<file path="src/rtl/csi_pkg.sv">
package csi_pkg;
    typedef enum logic [1:0] {
        ST_IDLE,
        ST_SEARCH,
        ST_BUSY,
        ST_DRAIN
    } issue_state_e;
endpackage

</file>
<file path="src/rtl/slot_picker.sv">
module slot_picker #(
    parameter int NUM_SLOTS = 32,
    localparam int SW = $clog2(NUM_SLOTS)
) (
    input  logic [NUM_SLOTS-1:0] pend_i,
    input  logic [SW-1:0]        base_i,
    output logic                 hit_o,
    output logic [SW-1:0]        sel_o
);
    logic [2*NUM_SLOTS-1:0] doubled;
    logic [2*NUM_SLOTS-1:0] shifted;
    logic [NUM_SLOTS-1:0]   rotated;
    logic [SW-1:0]          offset;

    always_comb begin
        doubled = {pend_i, pend_i};
        shifted = doubled >> base_i;
        rotated = shifted[NUM_SLOTS-1:0];
        offset  = '0;
        for (int i = NUM_SLOTS - 1; i >= 0; i--) begin
            if (rotated[i]) offset = SW'(i);
        end
        hit_o = |pend_i;
        sel_o = base_i + offset;
    end
endmodule

</file>
<file path="src/rtl/pend_vec.sv">
module pend_vec #(
    parameter int NUM_SLOTS = 32,
    localparam int SW = $clog2(NUM_SLOTS)
) (
    input  logic                 clk,
    input  logic                 rst_n,
    input  logic                 set_en_i,
    input  logic [NUM_SLOTS-1:0] ci_set_i,
    input  logic [NUM_SLOTS-1:0] act_set_i,
    input  logic                 clr_bit_i,
    input  logic [SW-1:0]        clr_idx_i,
    input  logic                 clr_all_i,
    output logic [NUM_SLOTS-1:0] ci_o,
    output logic [NUM_SLOTS-1:0] act_o
);
    logic [NUM_SLOTS-1:0] clr_mask;
    logic [NUM_SLOTS-1:0] ci_add;
    logic [NUM_SLOTS-1:0] act_add;

    always_comb begin
        clr_mask = clr_bit_i ? ({{(NUM_SLOTS-1){1'b0}}, 1'b1} << clr_idx_i) : '0;
        ci_add   = set_en_i ? ci_set_i  : '0;
        act_add  = set_en_i ? act_set_i : '0;
    end

    always_ff @(posedge clk or negedge rst_n) begin
        if (!rst_n) begin
            ci_o  <= '0;
            act_o <= '0;
        end else if (clr_all_i) begin
            ci_o  <= '0;
            act_o <= '0;
        end else begin
            ci_o  <= (ci_o | ci_add) & ~clr_mask;
            act_o <= act_o | act_add;
        end
    end
endmodule

</file>
<file path="src/rtl/issue_fsm.sv">
module issue_fsm #(
    parameter int NUM_SLOTS = 32,
    localparam int SW = $clog2(NUM_SLOTS)
) (
    input  logic          clk,
    input  logic          rst_n,
    input  logic          start_i,
    input  logic          hit_i,
    input  logic [SW-1:0] sel_i,
    input  logic          ready_i,
    input  logic          done_i,
    output logic          valid_o,
    output logic          running_o,
    output logic [SW-1:0] ccs_o,
    output logic [SW-1:0] base_o,
    output logic          set_en_o,
    output logic          clr_bit_o,
    output logic          clr_all_o
);
    import csi_pkg::*;

    issue_state_e state_q, state_d;
    logic         first_q;
    logic         issue;

    always_ff @(posedge clk or negedge rst_n) begin
        if (!rst_n) state_q <= ST_IDLE;
        else        state_q <= state_d;
    end

    always_comb begin
        state_d = state_q;
        unique case (state_q)
            ST_IDLE:   if (start_i) state_d = ST_SEARCH;
            ST_SEARCH: begin
                if (!start_i)             state_d = ST_IDLE;
                else if (hit_i && ready_i) state_d = ST_BUSY;
            end
            ST_BUSY: begin
                if (done_i)        state_d = start_i ? ST_SEARCH : ST_IDLE;
                else if (!start_i) state_d = ST_DRAIN;
            end
            ST_DRAIN:  if (done_i) state_d = ST_IDLE;
            default:   state_d = ST_IDLE;
        endcase
    end

    always_comb begin
        valid_o   = 1'b0;
        clr_bit_o = 1'b0;
        clr_all_o = 1'b0;
        running_o = 1'b1;
        unique case (state_q)
            ST_IDLE:   running_o = 1'b0;
            ST_SEARCH: begin
                valid_o   = start_i && hit_i;
                clr_all_o = !start_i;
            end
            ST_BUSY: begin
                clr_bit_o = done_i;
                clr_all_o = done_i && !start_i;
            end
            ST_DRAIN: begin
                clr_bit_o = done_i;
                clr_all_o = done_i;
            end
            default:   running_o = 1'b0;
        endcase
        set_en_o = running_o;
        issue    = valid_o && ready_i;
        base_o   = first_q ? '0 : ccs_o + SW'(1);
    end

    always_ff @(posedge clk or negedge rst_n) begin
        if (!rst_n) begin
            ccs_o   <= '0;
            first_q <= 1'b1;
        end else begin
            if (clr_all_o)  ccs_o <= '0;
            else if (issue) ccs_o <= sel_i;
            if (state_q == ST_IDLE) first_q <= 1'b1;
            else if (issue)         first_q <= 1'b0;
        end
    end
endmodule

</file>
<file path="src/rtl/cmd_slot_issuer.sv">
module cmd_slot_issuer #(
    parameter int NUM_SLOTS = 32,
    localparam int SW = $clog2(NUM_SLOTS)
) (
    input  logic                 clk,
    input  logic                 rst_n,
    input  logic                 start_i,
    input  logic [NUM_SLOTS-1:0] ci_set_i,
    input  logic [NUM_SLOTS-1:0] act_set_i,
    input  logic                 slot_ready_i,
    input  logic                 issue_done_i,
    output logic                 slot_valid_o,
    output logic [SW-1:0]        slot_o,
    output logic [SW-1:0]        ccs_o,
    output logic                 running_o,
    output logic [NUM_SLOTS-1:0] ci_o,
    output logic [NUM_SLOTS-1:0] act_o
);
    logic          hit;
    logic [SW-1:0] base;
    logic          set_en;
    logic          clr_bit;
    logic          clr_all;

    slot_picker #(.NUM_SLOTS(NUM_SLOTS)) u_pick (
        .pend_i (ci_o),
        .base_i (base),
        .hit_o  (hit),
        .sel_o  (slot_o)
    );

    pend_vec #(.NUM_SLOTS(NUM_SLOTS)) u_vec (
        .clk       (clk),
        .rst_n     (rst_n),
        .set_en_i  (set_en),
        .ci_set_i  (ci_set_i),
        .act_set_i (act_set_i),
        .clr_bit_i (clr_bit),
        .clr_idx_i (ccs_o),
        .clr_all_i (clr_all),
        .ci_o      (ci_o),
        .act_o     (act_o)
    );

    issue_fsm #(.NUM_SLOTS(NUM_SLOTS)) u_fsm (
        .clk       (clk),
        .rst_n     (rst_n),
        .start_i   (start_i),
        .hit_i     (hit),
        .sel_i     (slot_o),
        .ready_i   (slot_ready_i),
        .done_i    (issue_done_i),
        .valid_o   (slot_valid_o),
        .running_o (running_o),
        .ccs_o     (ccs_o),
        .base_o    (base),
        .set_en_o  (set_en),
        .clr_bit_o (clr_bit),
        .clr_all_o (clr_all)
    );
endmodule

</file>
<file path="config.mk">
export PLATFORM = sky130hd
export DESIGN_NAME = cmd_slot_issuer
export DESIGN_NICKNAME = d
export VERILOG_FILES = /design/src/rtl/csi_pkg.sv /design/src/rtl/slot_picker.sv /design/src/rtl/pend_vec.sv /design/src/rtl/issue_fsm.sv /design/src/rtl/cmd_slot_issuer.sv
export SDC_FILE = /design/constraint.sdc
export NUM_CORES = 1
export LEC_CHECK = 0
export BUFFER_PORTS_ARGS = -buffer_cell sky130_fd_sc_hd__buf_2
export CAP_MARGIN = 40
export CORE_MARGIN = 2
export CORE_UTILIZATION = 45
export DETAILED_ROUTE_END_ITERATION = 10
export PLACE_DENSITY = 0.72
export SKIP_CTS_REPAIR_TIMING = 1
export SLEW_MARGIN = 20
export SYNTH_ARGS = -nofsm -noshare
export SYNTH_HDL_FRONTEND = slang
export SYNTH_HIERARCHICAL = 1
export SYNTH_SLANG_ARGS = --single-unit
</file>
<file path="constraint.sdc">
create_clock -name clk -period 5.6 [get_ports clk]
set_input_delay 0.28 -clock clk [delete_from_list [all_inputs] [get_ports clk]]
set_output_delay 0.28 -clock clk [all_outputs]
set_load 0.03 [all_outputs]
</file>
==> flow_metrics.py <==
metrics = {
    "power": {
        "p_leak_nw": 3.65,
        "switching_share": 0.486,
        "switchingPower_mw": 1.81,
        "comb_power_share": 0.576,
        "pwr_density_cell_mw_per_mm2": 423,
        "peakVddDrop_uv": 372,
        "p_clk_frac": 0.160,
        "power_frac_seq": 0.264,
        "p_int_mw": 1.91,
    },
    "synth": {
        "synth_area_leaders": "mux4_2 (26%), dfrtp_1 (26%), a21oi_1 (5.7%), mux2i_1 (5.6%), nor2_1 (3.1%)",
        "syn_avg_cell_area_um2": 10.8,
        "synth_top_area_share": 0.256,
        "synth.distinct_cells": 79,
        "synthesis.nets": 718,
        "synth-seq-cells": 72,
        "synth_common_cells": "a21oi_1 (79), mux4_2 (79), dfrtp_1 (71)",
        "synth-edff-count": 0,
        "ys.flop_type": "dfrtp_1",
        "yosysTopAreaCell": "mux4_2",
        "yosys_warnings": 6,
        "synth_cells": 643,
        "post_synth_instance_area_mm2": 0.00695,
        "ys_async_sr_fraction": 1.00,
        "yosysSeqAreaShare": 0.260,
    },
    "drt": {
        "num_vias": 7174,
        "vias_per_cell": 7.07,
        "drtIter0Drc": 1125,
        "post_drt_wl_per_cell_um": 25.4,
        "final_antenna_net_count": 0,
        "totalWireLength_um": 25800,
        "drcViolationCount": 0,
        "first_pass_iters": 5,
    },
    "clocking": {
        "ctsLongestPathBuffers": 2,
        "cts_made_buffers": 9,
        "h-tree-depth": 3,
        "clock_latency_ps": 340,
        "cts_tree": "done",
        "clockRootBuffer": "clkbuf_16",
        "cts.clk_slew.worst_paths_ps": 70,
        "cts_sinks": 72,
    },
    "final_layout": {
        "layout.nets": 896,
        "antenna_cells": 0,
        "area_growth_pct": 26.5,
        "fillerInstances": 1255,
        "final_area_mm2": 0.00879,
        "drive_above_1_share": 0.446,
    },
    "global_route": {
        "grt_overflow": 0,
        "grt_use_total": 0.310,
        "met2_usage": 0.482,
        "grt_pass1_vias": 6838,
        "globalRoute.busiestLayer": "met2",
        "grt.met1_usage": 0.411,
        "grtUsageMet3": 0.0764,
        "grt_antenna_before_repair": 0,
        "grt_max_degree": 62,
        "grt_pass1_wl_um": 38900,
    },
    "die": {
        "fp.coreArea_mm2": 0.0151,
        "die_height_um": 128,
        "initial_utilization": 0.459,
        "die_x_um": 128,
        "ioPinCount": 145,
        "rows": 45,
        "dieArea_mm2": 0.0164,
    },
    "timing": {
        "finalCritPeriodShare": 0.968,
        "hold_viol_final": 0,
        "worst_slew_pin_slew_ps": 707,
        "relSlewSlack": 0.525,
        "fmax_ghz": 0.184,
        "whs_ps": 174,
        "drv_slew": 0,
        "period_needed_ps": 5420,
        "final.setup_skew_ps": 9.32,
        "finalSetupViolCount": 0,
    },
    "status": {
        "status": "completed",
    },
    "critical_path": {
        "crit_fanout": 5,
        "worstPathRequired_ps": 5320,
        "crit_arrival_ps": 5140,
        "cp-end-kind": "output pin",
        "startpoint_type": "register",
        "worst-setup-path-type": "register to output pin",
    },
    "place": {
        "placed_area_mm2": 0.00807,
        "place_congestion": 0.987,
        "dp_hpwl_um": 17800,
        "io_buffers": 144,
    },
    "worst_hold_path": {
        "hp-class": "primary input to register",
    },
    "flow_run": {
        "cap_violations": 0,
    },
}
==> cell type report <==
| cell class | instances | area, um2 | area share |
|---|---|---|---|
| clock buffers | 10 | 239 | 0.0272 |
| clock inverters | 6 | 72.6 | 0.00826 |
| inverters | 14 | 53.8 | 0.00612 |
| multi-input cells | 505 | 4930 | 0.561 |
| flip-flops and latches | 72 | 1800 | 0.205 |
| well taps | 188 | 235 | 0.0268 |
| repair buffers | 219 | 1460 | 0.166 |
==> critical path, stage by stage (launching register included) <==
cell       delay (ps)
dfrtp_1           410
ha_2              220
xnor2_2           150
nor2_4            270
clkbuf_16         200
buf_4             100
mux4_2            540
mux2_4            310
mux4_2            490
nand2_1            90
o211ai_1           80
o211ai_1          240
a211oi_2          110
and4b_1           280
ha_2              180
inv_1              50
fa_2              330
inv_1              60
a21o_1            110
a21oi_2            60
xnor2_2           200
xnor2_2           150
buf_6             160
==> final timing paths <==
| check | startpoint | to | slack, ps | cells after the start |
|---|---|---|---|---|
| worst max-delay path | u_fsm/ccs_o[1] | slot_o[4] | 180 | 22 |
| worst min-delay path | act_set_i[4] | u_vec/act_o[4] | 170 | 3 |
| worst max register to register | u_fsm/ccs_o[1] | u_fsm/ccs_o[4] | 550 | 24 |
| worst min register to register | u_vec/act_o[0] | u_vec/act_o[0] | 490 | 2 |
| max in group asynchronous | rst_n | u_fsm/first_q | 4610 | 4 |
| min in group asynchronous | rst_n | u_vec/act_o[17] | 440 | 3 |
==> power by group through the flow <==
| stage | sequential, mW | clock [mW] | combinational [mW] |
|---|---|---|---|
| after detailed placement | 0.958 | 0 | 2.01 |
| final | 0.980 | 0.596 | 2.14 |
| after global placement | 0.956 | 0 | 1.99 |
| after floorplan | 1.19 | 0 | 1.05 |
| after global routing | 0.985 | 0.629 | 2.25 |
| after CTS | 0.956 | 0.600 | 2.02 |
==> logic make-up (layout without fill, tap and decap cells) <==
kind of cell	Yosys count	after routing	synth area share
AO/OA/AOI/OAI	196	196	0.191
AND/OR/NAND/NOR	153	153	0.117
buffers and inverters	66	249	0.0495
flip-flops	72	72	0.260
adder cells (fa/ha/maj)	6	6	0.0119
XOR/XNOR	7	7	0.00883
multiplexers	143	143	0.362
==> sequential cells by signal, summed over array words and instances, names as in the netlist <==
| register | count |
|---|---|
| u_vec/act_o | 32 |
| u_vec/ci_o | 32 |
| u_fsm/ccs_o | 5 |
| u_fsm/state_q | 2 |
| u_fsm/first_q | 1 |
==> routing by layer <==
| layer | share of wire | vias up |
|---|---|---|
| met5 | 0 | - |
| met3 | 0.13 | 116 |
| met2 | 0.46 | 630 |
| li1 | - | 2979 |
| met4 | 0.048 | 0 |
| met1 | 0.37 | 3449 |
==> through the flow <==
| step | worst slack, ps | setup TNS [ps] | power (mW) | util | cells |
|---|---|---|---|---|---|
| 3_3_place_gp | 333 | 0 | 2.95 | 0.531 | 968 |
| 4_1_cts | -134 | -134 | 3.57 | 0.553 | 985 |
| 3_5_place_dp | 249 | 0 | 2.97 | 0.533 | 969 |
| 6_report | 179 | 0 | 3.72 | 0.580 | 1014 |
| 5_1_grt | -43.0 | -43.0 | 3.86 | 0.580 | 1014 |
| 2_1_floorplan | 210 | 0 | 2.24 | - | 643 |
==> layout by cell type, fill, tap and decap left out, types with 12 or more instances in the layout <==
cell type	synthesis	layout
nand3_1	15	15
mux2i_1	39	33
mux4_2	79	82
a211oi_1	26	25
o22ai_1	14	14
clkbuf_16	0	12
a21oi_1	79	78
buf_4	4	61
nand2_1	28	28
mux2_2	13	12
buf_2	18	143
dfrtp_1	71	71
nor2_1	57	53
Power figures use the tool's default switching activity.
